### src/rtl/dtf_pkg.sv
package dtf_pkg;
  localparam int SEL_W   = 3;
  localparam int NSEL    = 1 << SEL_W;
  localparam int BIT_PND = 7;
  localparam int BIT_OVF = 6;
  localparam int BIT_RAM = 3;

  typedef struct packed {
    logic             pend;
    logic             ovf;
    logic             ram;
    logic [SEL_W-1:0] sel;
  } ch_state_t;

  function automatic logic [7:0] pack_byte(ch_state_t s);
    logic [7:0] b;
    b            = '0;
    b[BIT_PND]   = s.pend;
    b[BIT_OVF]   = s.ovf;
    b[BIT_RAM]   = s.ram;
    b[SEL_W-1:0] = s.sel;
    return b;
  endfunction
endpackage

### src/rtl/dtf_rst_sync.sv
module dtf_rst_sync (
  input  logic clk,
  input  logic rst_n,
  output logic rst_n_sync
);
  logic [1:0] sh_q;

  always_ff @(posedge clk or negedge rst_n) begin
    if (!rst_n) sh_q <= 2'b00;
    else        sh_q <= {sh_q[0], 1'b1};
  end

  assign rst_n_sync = sh_q[1];
endmodule

### src/rtl/dtf_qualify.sv
module dtf_qualify
  import dtf_pkg::*;
#(
  parameter int               NUM_SRC     = 8,
  parameter logic [NSEL-1:0]  RX_SRC_MASK = 8'h0F
) (
  input  logic [NUM_SRC-1:0] evt_pulse,
  input  logic [NUM_SRC-1:0] evt_err,
  output logic [NSEL-1:0]    evt_ok
);
  for (genvar i = 0; i < NSEL; i++) begin : g_src
    if (i < NUM_SRC) begin : g_live
      if (RX_SRC_MASK[i]) begin : g_rx
        assign evt_ok[i] = evt_pulse[i] & ~evt_err[i];
      end else begin : g_tx
        assign evt_ok[i] = evt_pulse[i];
      end
    end else begin : g_none
      assign evt_ok[i] = 1'b0;
    end
  end
endmodule

### src/rtl/dtf_channel.sv
module dtf_channel
  import dtf_pkg::*;
(
  input  logic            clk,
  input  logic            rst_n,
  input  logic [NSEL-1:0] evt_ok,
  input  logic            wr_en,
  input  logic [7:0]      wdata,
  input  logic            ack,
  output ch_state_t       state
);
  ch_state_t        st_q, st_d;
  logic             trig;
  logic             upd;
  logic [SEL_W-1:0] wsel;

  assign trig = evt_ok[st_q.sel];
  assign wsel = wdata[SEL_W-1:0];
  assign upd  = wr_en | trig | ack;

  always_comb begin
    st_d = st_q;
    if (wr_en) begin
      st_d.sel  = wsel;
      st_d.ram  = wdata[BIT_RAM];
      st_d.ovf  = wdata[BIT_OVF];
      st_d.pend = (wsel != st_q.sel) ? 1'b0 : wdata[BIT_PND];
    end else begin
      st_d.ovf  = st_q.ovf | (trig & st_q.pend);
      st_d.pend = trig | (st_q.pend & ~ack);
    end
  end

  always_ff @(posedge clk or negedge rst_n) begin
    if (!rst_n)   st_q <= '0;
    else if (upd) st_q <= st_d;
  end

  assign state = st_q;

  AST_TRIG_SETS: assert property (@(posedge clk) disable iff (!rst_n)
    (!wr_en && trig) |=> st_q.pend);
  AST_ACK_CLEARS: assert property (@(posedge clk) disable iff (!rst_n)
    (!wr_en && ack && !trig) |=> !st_q.pend);
  AST_OVF_SET: assert property (@(posedge clk) disable iff (!rst_n)
    (!wr_en && trig && st_q.pend) |=> st_q.ovf);
  AST_OVF_STICKY: assert property (@(posedge clk) disable iff (!rst_n)
    (!wr_en && st_q.ovf) |=> st_q.ovf);
  AST_SEL_CHANGE_CLEARS: assert property (@(posedge clk) disable iff (!rst_n)
    (wr_en && (wsel != st_q.sel)) |=> !st_q.pend);
  AST_IDLE_HOLDS: assert property (@(posedge clk) disable iff (!rst_n)
    (!wr_en && !trig && !ack) |=> $stable(st_q));
endmodule

### src/rtl/dma_trig_frontend.sv
module dma_trig_frontend
  import dtf_pkg::*;
#(
  parameter int              NUM_CH      = 4,
  parameter int              NUM_SRC     = 8,
  parameter logic [NSEL-1:0] RX_SRC_MASK = 8'h0F,
  localparam int             CH_W        = (NUM_CH > 1) ? $clog2(NUM_CH) : 1
) (
  input  logic               clk,
  input  logic               rst_n,
  input  logic [NUM_SRC-1:0] evt_pulse,
  input  logic [NUM_SRC-1:0] evt_err,
  input  logic [NUM_CH-1:0]  dma_ack,
  output logic [NUM_CH-1:0]  dma_req,
  output logic [NUM_CH-1:0]  dma_ram,
  input  logic               reg_wr,
  input  logic [CH_W-1:0]    reg_ch,
  input  logic [7:0]         reg_wdata,
  output logic [7:0]         reg_rdata
);
  logic            rst_n_i;
  logic [NSEL-1:0] evt_ok;
  ch_state_t       ch_st [NUM_CH];

  dtf_rst_sync u_rst (
    .clk        (clk),
    .rst_n      (rst_n),
    .rst_n_sync (rst_n_i)
  );

  dtf_qualify #(
    .NUM_SRC     (NUM_SRC),
    .RX_SRC_MASK (RX_SRC_MASK)
  ) u_qual (
    .evt_pulse (evt_pulse),
    .evt_err   (evt_err),
    .evt_ok    (evt_ok)
  );

  for (genvar c = 0; c < NUM_CH; c++) begin : g_ch
    logic wr_hit;
    assign wr_hit = reg_wr && (reg_ch == CH_W'(c));

    dtf_channel u_ch (
      .clk   (clk),
      .rst_n (rst_n_i),
      .evt_ok(evt_ok),
      .wr_en (wr_hit),
      .wdata (reg_wdata),
      .ack   (dma_ack[c]),
      .state (ch_st[c])
    );

    assign dma_req[c] = ch_st[c].pend;
    assign dma_ram[c] = ch_st[c].ram;
  end

  always_comb begin
    reg_rdata = '0;
    for (int c = 0; c < NUM_CH; c++) begin
      if (reg_ch == CH_W'(c)) reg_rdata = pack_byte(ch_st[c]);
    end
  end

  AST_RDATA_RSVD: assert property (@(posedge clk) disable iff (!rst_n_i)
    reg_rdata[5:4] == 2'b00);
endmodule

### config.mk
export PLATFORM = sky130hd
export DESIGN_NAME = dma_trig_frontend
export DESIGN_NICKNAME = d
export VERILOG_FILES = /design/src/rtl/dtf_pkg.sv /design/src/rtl/dtf_rst_sync.sv /design/src/rtl/dtf_qualify.sv /design/src/rtl/dtf_channel.sv /design/src/rtl/dma_trig_frontend.sv
export SDC_FILE = /design/constraint.sdc
export NUM_CORES = 1
export LEC_CHECK = 0
export BUFFER_PORTS_ARGS = -buffer_cell sky130_fd_sc_hd__buf_4
export CORE_MARGIN = 10
export CORE_UTILIZATION = 30
export CTS_CLUSTER_SIZE = 12
export DETAILED_ROUTE_END_ITERATION = 7
export GPL_TIMING_DRIVEN = 0
export HOLD_SLACK_MARGIN = 0.03
export SKIP_CTS_REPAIR_TIMING = 1
export SYNTH_ARGS = -nofsm -noshare
export SYNTH_HDL_FRONTEND = slang
export SYNTH_SLANG_ARGS = --single-unit
### constraint.sdc
create_clock -name clk -period 1.3 [get_ports clk]
set_input_delay 0.195 -clock clk [delete_from_list [all_inputs] [get_ports clk]]
set_output_delay 0.195 -clock clk [all_outputs]
set_load 0.02 [all_outputs]
==> results of run 1 <==
[flip-flops by register name, indices dropped and copies added (netlist names)]
| name | count |
|---|---|
| u_rst.sh_q | 2 |
| g_ch.u_ch.state | 24 |
[cell usage in the layout, fill, tap and decap left out, types with 2 or more instances in the layout]
| cell | count |
|---|---|
| sky130_fd_sc_hd__a21oi_1 | 3 |
| sky130_fd_sc_hd__a31oi_1 | 2 |
| sky130_fd_sc_hd__a41oi_1 | 3 |
| sky130_fd_sc_hd__a41oi_2 | 2 |
| sky130_fd_sc_hd__and3b_1 | 2 |
| sky130_fd_sc_hd__buf_4 | 60 |
| sky130_fd_sc_hd__buf_6 | 9 |
| sky130_fd_sc_hd__clkbuf_1 | 3 |
| sky130_fd_sc_hd__clkbuf_8 | 3 |
| sky130_fd_sc_hd__conb_1 | 3 |
| sky130_fd_sc_hd__dfrtp_1 | 15 |
| sky130_fd_sc_hd__dfrtp_2 | 11 |
| sky130_fd_sc_hd__inv_1 | 2 |
| sky130_fd_sc_hd__mux2_2 | 16 |
| sky130_fd_sc_hd__mux4_2 | 13 |
| sky130_fd_sc_hd__nand2_1 | 3 |
| sky130_fd_sc_hd__nand2_2 | 2 |
| sky130_fd_sc_hd__nand2b_1 | 6 |
| sky130_fd_sc_hd__nand3b_1 | 2 |
| sky130_fd_sc_hd__nor2_1 | 3 |
| sky130_fd_sc_hd__nor2b_1 | 4 |
| sky130_fd_sc_hd__o21ai_0 | 3 |
| sky130_fd_sc_hd__xnor2_1 | 12 |
[critical path, cell delays in order, from the launching register on]
cell	delay (ns)
sky130_fd_sc_hd__dfrtp_2	0.43
sky130_fd_sc_hd__mux4_2	0.50
sky130_fd_sc_hd__buf_6	0.15
[kinds of logic (layout without fill, tap and decap cells)]
kind of cell,Yosys count,in the layout,share of synthesized area
muxes,31,31,0.311
DFF,26,26,0.388
other,2,3,0.00448
and+or+nand+nor,26,26,0.0963
AOI/OAI and AO/OA,17,17,0.0739
xor gates and xnor gates,12,12,0.0627
buffers and inverters,17,79,0.0635
[area by class of cell]
cell class              count  area [sq um]  area share
repair buffers             59           479       0.205
flip-flops and latches     26           664       0.284
inverters                   2          7.51     0.00321
clock buffers               3          41.3      0.0177
well taps                  72          90.1      0.0385
multi-input cells          89           956       0.409
plain buffers              15          98.8      0.0423
[layer usage]
| layer | global-route usage | vias to the layer above | wire length, um |
|---|---|---|---|
| met5 | 0 | - | 0 |
| met4 | 0.0262 | 0 | 56 |
| met3 | 0.0278 | 6 | 237 |
| met2 | 0.146 | 28 | 2190 |
| met1 | 0.124 | 638 | 2000 |
| li1 | - | 608 | - |
[path summary, 6_finish.rpt]
check | depth (start not counted) | endpoint | slack (ns)
max | 2 | reg_rdata[0] | -0.25
min | 2 | g_ch[1].u_ch.state[3]$_DFFE_PN0P_ | 0.19
max reg2reg | 3 | g_ch[0].u_ch.state[5]$_DFFE_PN0P_ | -0.15
min reg2reg | 0 | g_ch[3].u_ch.state[5]$_DFFE_PN0P_ | 0.27
max in group asynchronous | 0 | g_ch[0].u_ch.state[0]$_DFFE_PN0P_ | 0.60
min in group asynchronous | 2 | u_rst.sh_q[1]$_DFF_PN0_ | 0.24
[report_power, final]
group	switching [mW]	internal, mW
Sequential	0.193	1.02
Clock	0.248	0.208
Combinational	0.640	0.967
==> out/metrics.cfg, run 1 <==
[timing]
setup_viol_count_final=14
grt_setup_unrepaired=true
final_total_negative_setup_slack_ns=-2.23
slew_violations=0
layout_min_cycle_time_ns=1.55
finalHoldViolCount=0
whs_ns=0.188
post-route-worst-setup-slack_ns=-0.250
period_share=1.19
finalClockSkew_ns=0.00784
relSlewSlack=0.610
timing.fmax_mhz=645
worst_margin_pin_slew_ns=0.585

[setup_path]
arrival_time_at_the_worst_endpoint_ns=1.35
critical_path.reg2reg.startpoint=g_ch[0].u_ch.state[0]$_DFFE_PN0P_
critical_path_type=flop to output port
worstPathMaxFanout=4
endpoint_kind=output port
timing.critical_path.from_type=flop
launching_instance_or_port_of_the_critical_path=g_ch[3].u_ch.state[0]$_DFFE_PN0P_
worst-endpoint-required_ns=1.11

[die]
placeableCoreArea_sq_um=5470
io_pins=49
die_y_um=94.7
dieArea_sq_um=8970
placement_rows=27
effective_utilization_at_floorplan=0.306
overall_die_width_um=94.7

[finish]
area_growth_syn_to_layout_pct=39.5
num-nets-final=229
finish.cell_count_without_fillers=266
final_layout_size_suffix_gt1_frac=0.629
post-route-cell-area_sq_um=2340
antenna-diode-count=0
fillCellCount=546
layout.core_utilization=0.427

[global_route]
grt_pass1_vias=1258
pin_count_of_the_biggest_net_entering_global_routing=25
gr-total-overflow=0
global_route_wire_length_before_repair_mm=6.58
antenna_found_initial=0
grt_usage=0.0938

[status]
violations=setup timing
run_status=finished with violations

[cts]
cts_tree=yes
cts.clk_slew.worst_paths_ns=0.08
cts_root_buffer=sky130_fd_sc_hd__clkbuf_8
cts_sinks=26
tritoncts_buffers=3
h-tree-depth=1
clockBufferDepth=2
clock_latency_ns=0.27

[detailed_routing]
drt_pre_antenna_iters=4
detailedRoute.firstIterationViolations=19
post_drt_wl_per_cell_um=16.8
vias=1280
antenna_violating_nets_post_route=0
route.final.wire_length_mm=4.48
dr_drc_count=0
detail_route.vias_per_cell=4.81

[placement]
dpl.cell_count=239
place_area_sq_um=2020
io_buffer_count=35
dp_hpwl_mm=3.16
dp_slack_ns=-0.205
gp_congestion=0.811

[yosys]
synthFlopType=sky130_fd_sc_hd__dfrtp_1
synth_largest_type_area_fraction=0.388
ys_seq_elements=26
synthesis.instances=131
count_of_flip_flops_with_a_built_in_enable_after_synthesis=0
seq_area_frac_synth=0.388
synthDistinctLibCells=28
yosys_warnings=0
syn_avg_cell_area_sq_um=12.8
synth.top_cells.by_area=sky130_fd_sc_hd__dfrtp_1, sky130_fd_sc_hd__mux4_2, sky130_fd_sc_hd__mux2_2
syn_area_sq_um=1680
yosys.cell_count.top_type=sky130_fd_sc_hd__dfrtp_1
synth.cells.most_frequent=sky130_fd_sc_hd__dfrtp_1, sky130_fd_sc_hd__mux2_2, sky130_fd_sc_hd__xnor2_1, sky130_fd_sc_hd__buf_4, sky130_fd_sc_hd__mux4_2
synth-async-reset-ratio=1.00
synth_area_leader_cell=sky130_fd_sc_hd__dfrtp_1

[min_path]
holdCritPathClass=input port to flop
hold_path_startpoint=reg_wdata[3]

[power]
power_density_nw_per_um2=1400
vdd.ir_drop.worst_v=0.000637
post-layout-total-power_mw=3.27
p_leak_nw=0.983

[job]
max-cap-violations=0

(Power assumes the default switching activity.)
==> run 2: changes to the inputs <==
--- a/config.mk
+++ b/config.mk
@@ -5,14 +5,16 @@
 export SDC_FILE = /design/constraint.sdc
 export NUM_CORES = 1
 export LEC_CHECK = 0
+export ABC_AREA = 1
 export BUFFER_PORTS_ARGS = -buffer_cell sky130_fd_sc_hd__buf_4
 export CORE_MARGIN = 10
 export CORE_UTILIZATION = 30
-export CTS_CLUSTER_SIZE = 12
+export CTS_CLUSTER_SIZE = 24
 export DETAILED_ROUTE_END_ITERATION = 7
 export GPL_TIMING_DRIVEN = 0
 export HOLD_SLACK_MARGIN = 0.03
 export SKIP_CTS_REPAIR_TIMING = 1
+export SLEW_MARGIN = 20
 export SYNTH_ARGS = -nofsm -noshare
 export SYNTH_HDL_FRONTEND = slang
 export SYNTH_SLANG_ARGS = --single-unit
==> run 2 against run 1 <==
Effect of this change:
- the flow still finishes with violations (setup timing)
- clock skew decreased by 0.0060 ns
- wire length increased by 16%
- clock-buffer cell count increased by 1
- register-to-register slack improved by 0.20 ns
- clock power increased by 17%
- non-clock buffer count decreased by 7
- synthesized cell count increased by 96%
- fmax increased by 6.5%
- final area increased by 1.2%
- sequential share of layout area decreased by 0.70 points
- cell count increased by 45%
- critical path type unchanged
- largest cell class unchanged
- largest power group unchanged
==> out/metrics.cfg, run 2 <==
[finish]
layout_common_cells=sky130_fd_sc_hd__nand2_1, sky130_fd_sc_hd__buf_4, sky130_fd_sc_hd__nand3_1  ; was sky130_fd_sc_hd__buf_4, sky130_fd_sc_hd__mux2_2, sky130_fd_sc_hd__dfrtp_1
final_layout_size_suffix_gt1_frac=0.337  ; was 0.629
num-nets-final=346  ; was 229
layout.core_utilization=0.404  ; was 0.427
area_growth_syn_to_layout_pct=32.6  ; was 39.5%
largest_register_ffs=24  ; unchanged
antenna-diode-count=0  ; unchanged
fillCellCount=612  ; was 546
post-route-cell-area_sq_um=2360  ; was 2340 sq um
final_common_cell=sky130_fd_sc_hd__nand2_1  ; was sky130_fd_sc_hd__buf_4

[timing]
worst_margin_pin_slew_ns=0.525  ; was 0.585 ns
layout_min_cycle_time_ns=1.46  ; was 1.55 ns
timing.fmax_mhz=687  ; was 645 MHz
final_total_negative_setup_slack_ns=-0.709  ; was -2.23 ns
post-route-worst-setup-slack_ns=-0.155  ; was -0.250 ns
whs_ns=0.158  ; was 0.188 ns
slew_violations=0  ; unchanged
finalHoldViolCount=0  ; unchanged
period_share=1.12  ; was 1.19
finalClockSkew_ns=0.00183  ; was 0.00784 ns
setup_viol_count_final=5  ; was 14
grt_setup_unrepaired=true  ; unchanged
relSlewSlack=0.650  ; was 0.610

[cts]
clock_latency_ns=0.27  ; about the same
cts_sinks=26  ; unchanged
cts_root_buffer=sky130_fd_sc_hd__clkbuf_8  ; unchanged
clockBufferDepth=2  ; unchanged
cts.clk_slew.worst_paths_ns=0.09  ; was 0.08 ns
cts_tree=yes  ; unchanged
tritoncts_buffers=3  ; unchanged
h-tree-depth=1  ; unchanged

[yosys]
yosys_warnings=0  ; unchanged
ys_seq_elements=26  ; unchanged
synthDistinctLibCells=28  ; unchanged
synth_area_leader_cell=sky130_fd_sc_hd__dfrtp_1  ; unchanged
synthFlopType=sky130_fd_sc_hd__dfrtp_1  ; unchanged
syn_avg_cell_area_sq_um=6.94  ; was 12.8 sq um
synth.cells.most_frequent=sky130_fd_sc_hd__nand2_1, sky130_fd_sc_hd__inv_1, sky130_fd_sc_hd__dfrtp_1, sky130_fd_sc_hd__nand3_1, sky130_fd_sc_hd__o21ai_1  ; was sky130_fd_sc_hd__dfrtp_1, sky130_fd_sc_hd__mux2_2, sky130_fd_sc_hd__xnor2_1, sky130_fd_sc_hd__buf_4, sky130_fd_sc_hd__mux4_2
synth-async-reset-ratio=1.00  ; unchanged
seq_area_frac_synth=0.365  ; was 0.388
synth_largest_type_area_fraction=0.365  ; was 0.388
count_of_flip_flops_with_a_built_in_enable_after_synthesis=0  ; unchanged
yosys.cell_count.top_type=sky130_fd_sc_hd__nand2_1  ; was sky130_fd_sc_hd__dfrtp_1
synthesis.instances=257  ; was 131
syn_area_sq_um=1780  ; was 1680 sq um
synth.top_cells.by_area=sky130_fd_sc_hd__dfrtp_1, sky130_fd_sc_hd__nand2_1, sky130_fd_sc_hd__nand3_1  ; was sky130_fd_sc_hd__dfrtp_1, sky130_fd_sc_hd__mux4_2, sky130_fd_sc_hd__mux2_2

[power]
p_leak_nw=1.23  ; was 0.983 nW
post-layout-total-power_mw=2.91  ; was 3.27 mW
vdd.ir_drop.worst_v=0.000547  ; was 0.000637 V
power_density_nw_per_um2=1230  ; was 1400 nW/um^2

[setup_path]
endpoint_kind=output port  ; unchanged
timing.critical_path.from_type=flop  ; unchanged
worstPathMaxFanout=3  ; was 4
critical_path_type=flop to output port  ; unchanged
worstPathCellList=a22o_1 -> a21oi_1 -> o21ai_1 -> buf_4  ; was mux4_2 -> buf_6
critical-path-slowest-cell=sky130_fd_sc_hd__dfrtp_1  ; was sky130_fd_sc_hd__mux4_2
slowest_delay_ns=0.41  ; was 0.50 ns
worst-endpoint-required_ns=1.11  ; about the same
arrival_time_at_the_worst_endpoint_ns=1.26  ; was 1.35 ns

[status]
violations=setup timing  ; unchanged
run_status=finished with violations  ; unchanged

[job]
max-cap-violations=0  ; unchanged

[detailed_routing]
detailedRoute.firstIterationViolations=63  ; was 19
antenna_violating_nets_post_route=0  ; unchanged
dr_drc_count=0  ; unchanged
route.final.wire_length_mm=5.19  ; was 4.48 mm
post_drt_wl_per_cell_um=13.4  ; was 16.8 um
drt_pre_antenna_iters=4  ; unchanged
detail_route.vias_per_cell=4.68  ; was 4.81
vias=1811  ; was 1280

[global_route]
pin_count_of_the_biggest_net_entering_global_routing=25  ; unchanged
antenna_found_initial=0  ; unchanged
global_route_wire_length_before_repair_mm=8.49  ; was 6.58 mm
grt_usage=0.107  ; was 0.0938
gr-total-overflow=0  ; unchanged
grt_pass1_vias=1761  ; was 1258

[die]
overall_die_width_um=97.1  ; was 94.7 um
placeableCoreArea_sq_um=5850  ; was 5470 sq um
die_y_um=97.1  ; was 94.7 um
dieArea_sq_um=9430  ; was 8970 sq um
io_pins=49  ; unchanged
effective_utilization_at_floorplan=0.305  ; was 0.306
placement_rows=28  ; was 27

[placement]
gp_congestion=0.894  ; was 0.811
place_area_sq_um=2170  ; was 2020 sq um
dp_hpwl_mm=4.02  ; was 3.16 mm
io_buffer_count=39  ; was 35

[min_path]
holdCritPathClass=input port to flop  ; unchanged

-- run 2: cell count changes in the layout (fill, tap and decap cells not counted), sizes merged, moves of 14 or more --
| cell | delta |
|---|---|
| mux2 | -16 |
| inv | +39 |
| nand2 | +69 |
| o21ai | +20 |
| a21oi | +14 |
| nand3 | +23 |
| mux4 | -14 |
-- run 2: cell families (layout without fill, tap and decap cells) --
kind of cell | after synthesis | in the layout | synth area share
other cells | 2 | 3 | 0.00421
simple gates | 114 | 114 | 0.294
xor+xnor | 4 | 4 | 0.0196
flops | 26 | 26 | 0.365
compound gates | 53 | 53 | 0.164
buf+inv | 58 | 112 | 0.154
-- run 2: through the flow --
| step | setup WS (ns) | cells |
|---|---|---|
| final | -0.155 | 387 |
| after global routing | -0.225 | 387 |
| after CTS | -0.302 | 376 |
| after detailed placement | 0.0179 | 372 |
| after global placement | -0.00871 | 372 |
| after floorplan | 0.152 | 258 |
-- run 2: layout make-up --
class | count | area (sq um) | share of cell area
timing repair buffer | 53 | 408 | 0.172
buffer | 14 | 103 | 0.0434
sequential | 26 | 656 | 0.277
tap | 75 | 93.8 | 0.0397
multi-input combinational | 174 | 888 | 0.376
clock buffer | 4 | 55.1 | 0.0233
inverter | 41 | 161 | 0.0683
-- run 2: power breakdown --
part | internal, mW | switching, mW
clock network | 0.271 | 0.263
registers | 0.955 | 0.173
logic | 0.604 | 0.646
total | 1.83 | 1.08
-- run 2: final timing paths --
path | cells after the start | slack, ns | to | start
hold reg to reg | 0 | 0.25 | g_ch[1].u_ch.state[5]$_DFFE_PN0P_ | u_rst.sh_q[1]$_DFF_PN0_
min in group asynchronous | 2 | 0.23 | u_rst.sh_q[1]$_DFF_PN0_ | rst_n
hold / removal | 3 | 0.16 | g_ch[1].u_ch.state[1]$_DFFE_PN0P_ | reg_wdata[1]
setup reg to reg | 7 | 0.05 | g_ch[1].u_ch.state[5]$_DFFE_PN0P_ | g_ch[1].u_ch.state[0]$_DFFE_PN0P_
setup / recovery | 4 | -0.16 | reg_rdata[7] | g_ch[0].u_ch.state[5]$_DFFE_PN0P_
max in group asynchronous | 0 | 0.67 | g_ch[2].u_ch.state[0]$_DFFE_PN0P_ | u_rst.sh_q[1]$_DFF_PN0_
-- run 2: per-layer routing --
metal,part of all wire,global-route usage,up-vias
li1,-,-,923
met1,0.41,0.118,835
met2,0.52,0.197,43
met3,0.050,0.0284,10
met4,0.015,0.0261,0
met5,0,0,-
-- run 2: critical path, delay by kind of cell, from the launching register on --
kind	cells	cell delay (ns)
AOI/OAI and AO/OA	3	0.41
buffers and inverters	1	0.16
DFF	1	0.41
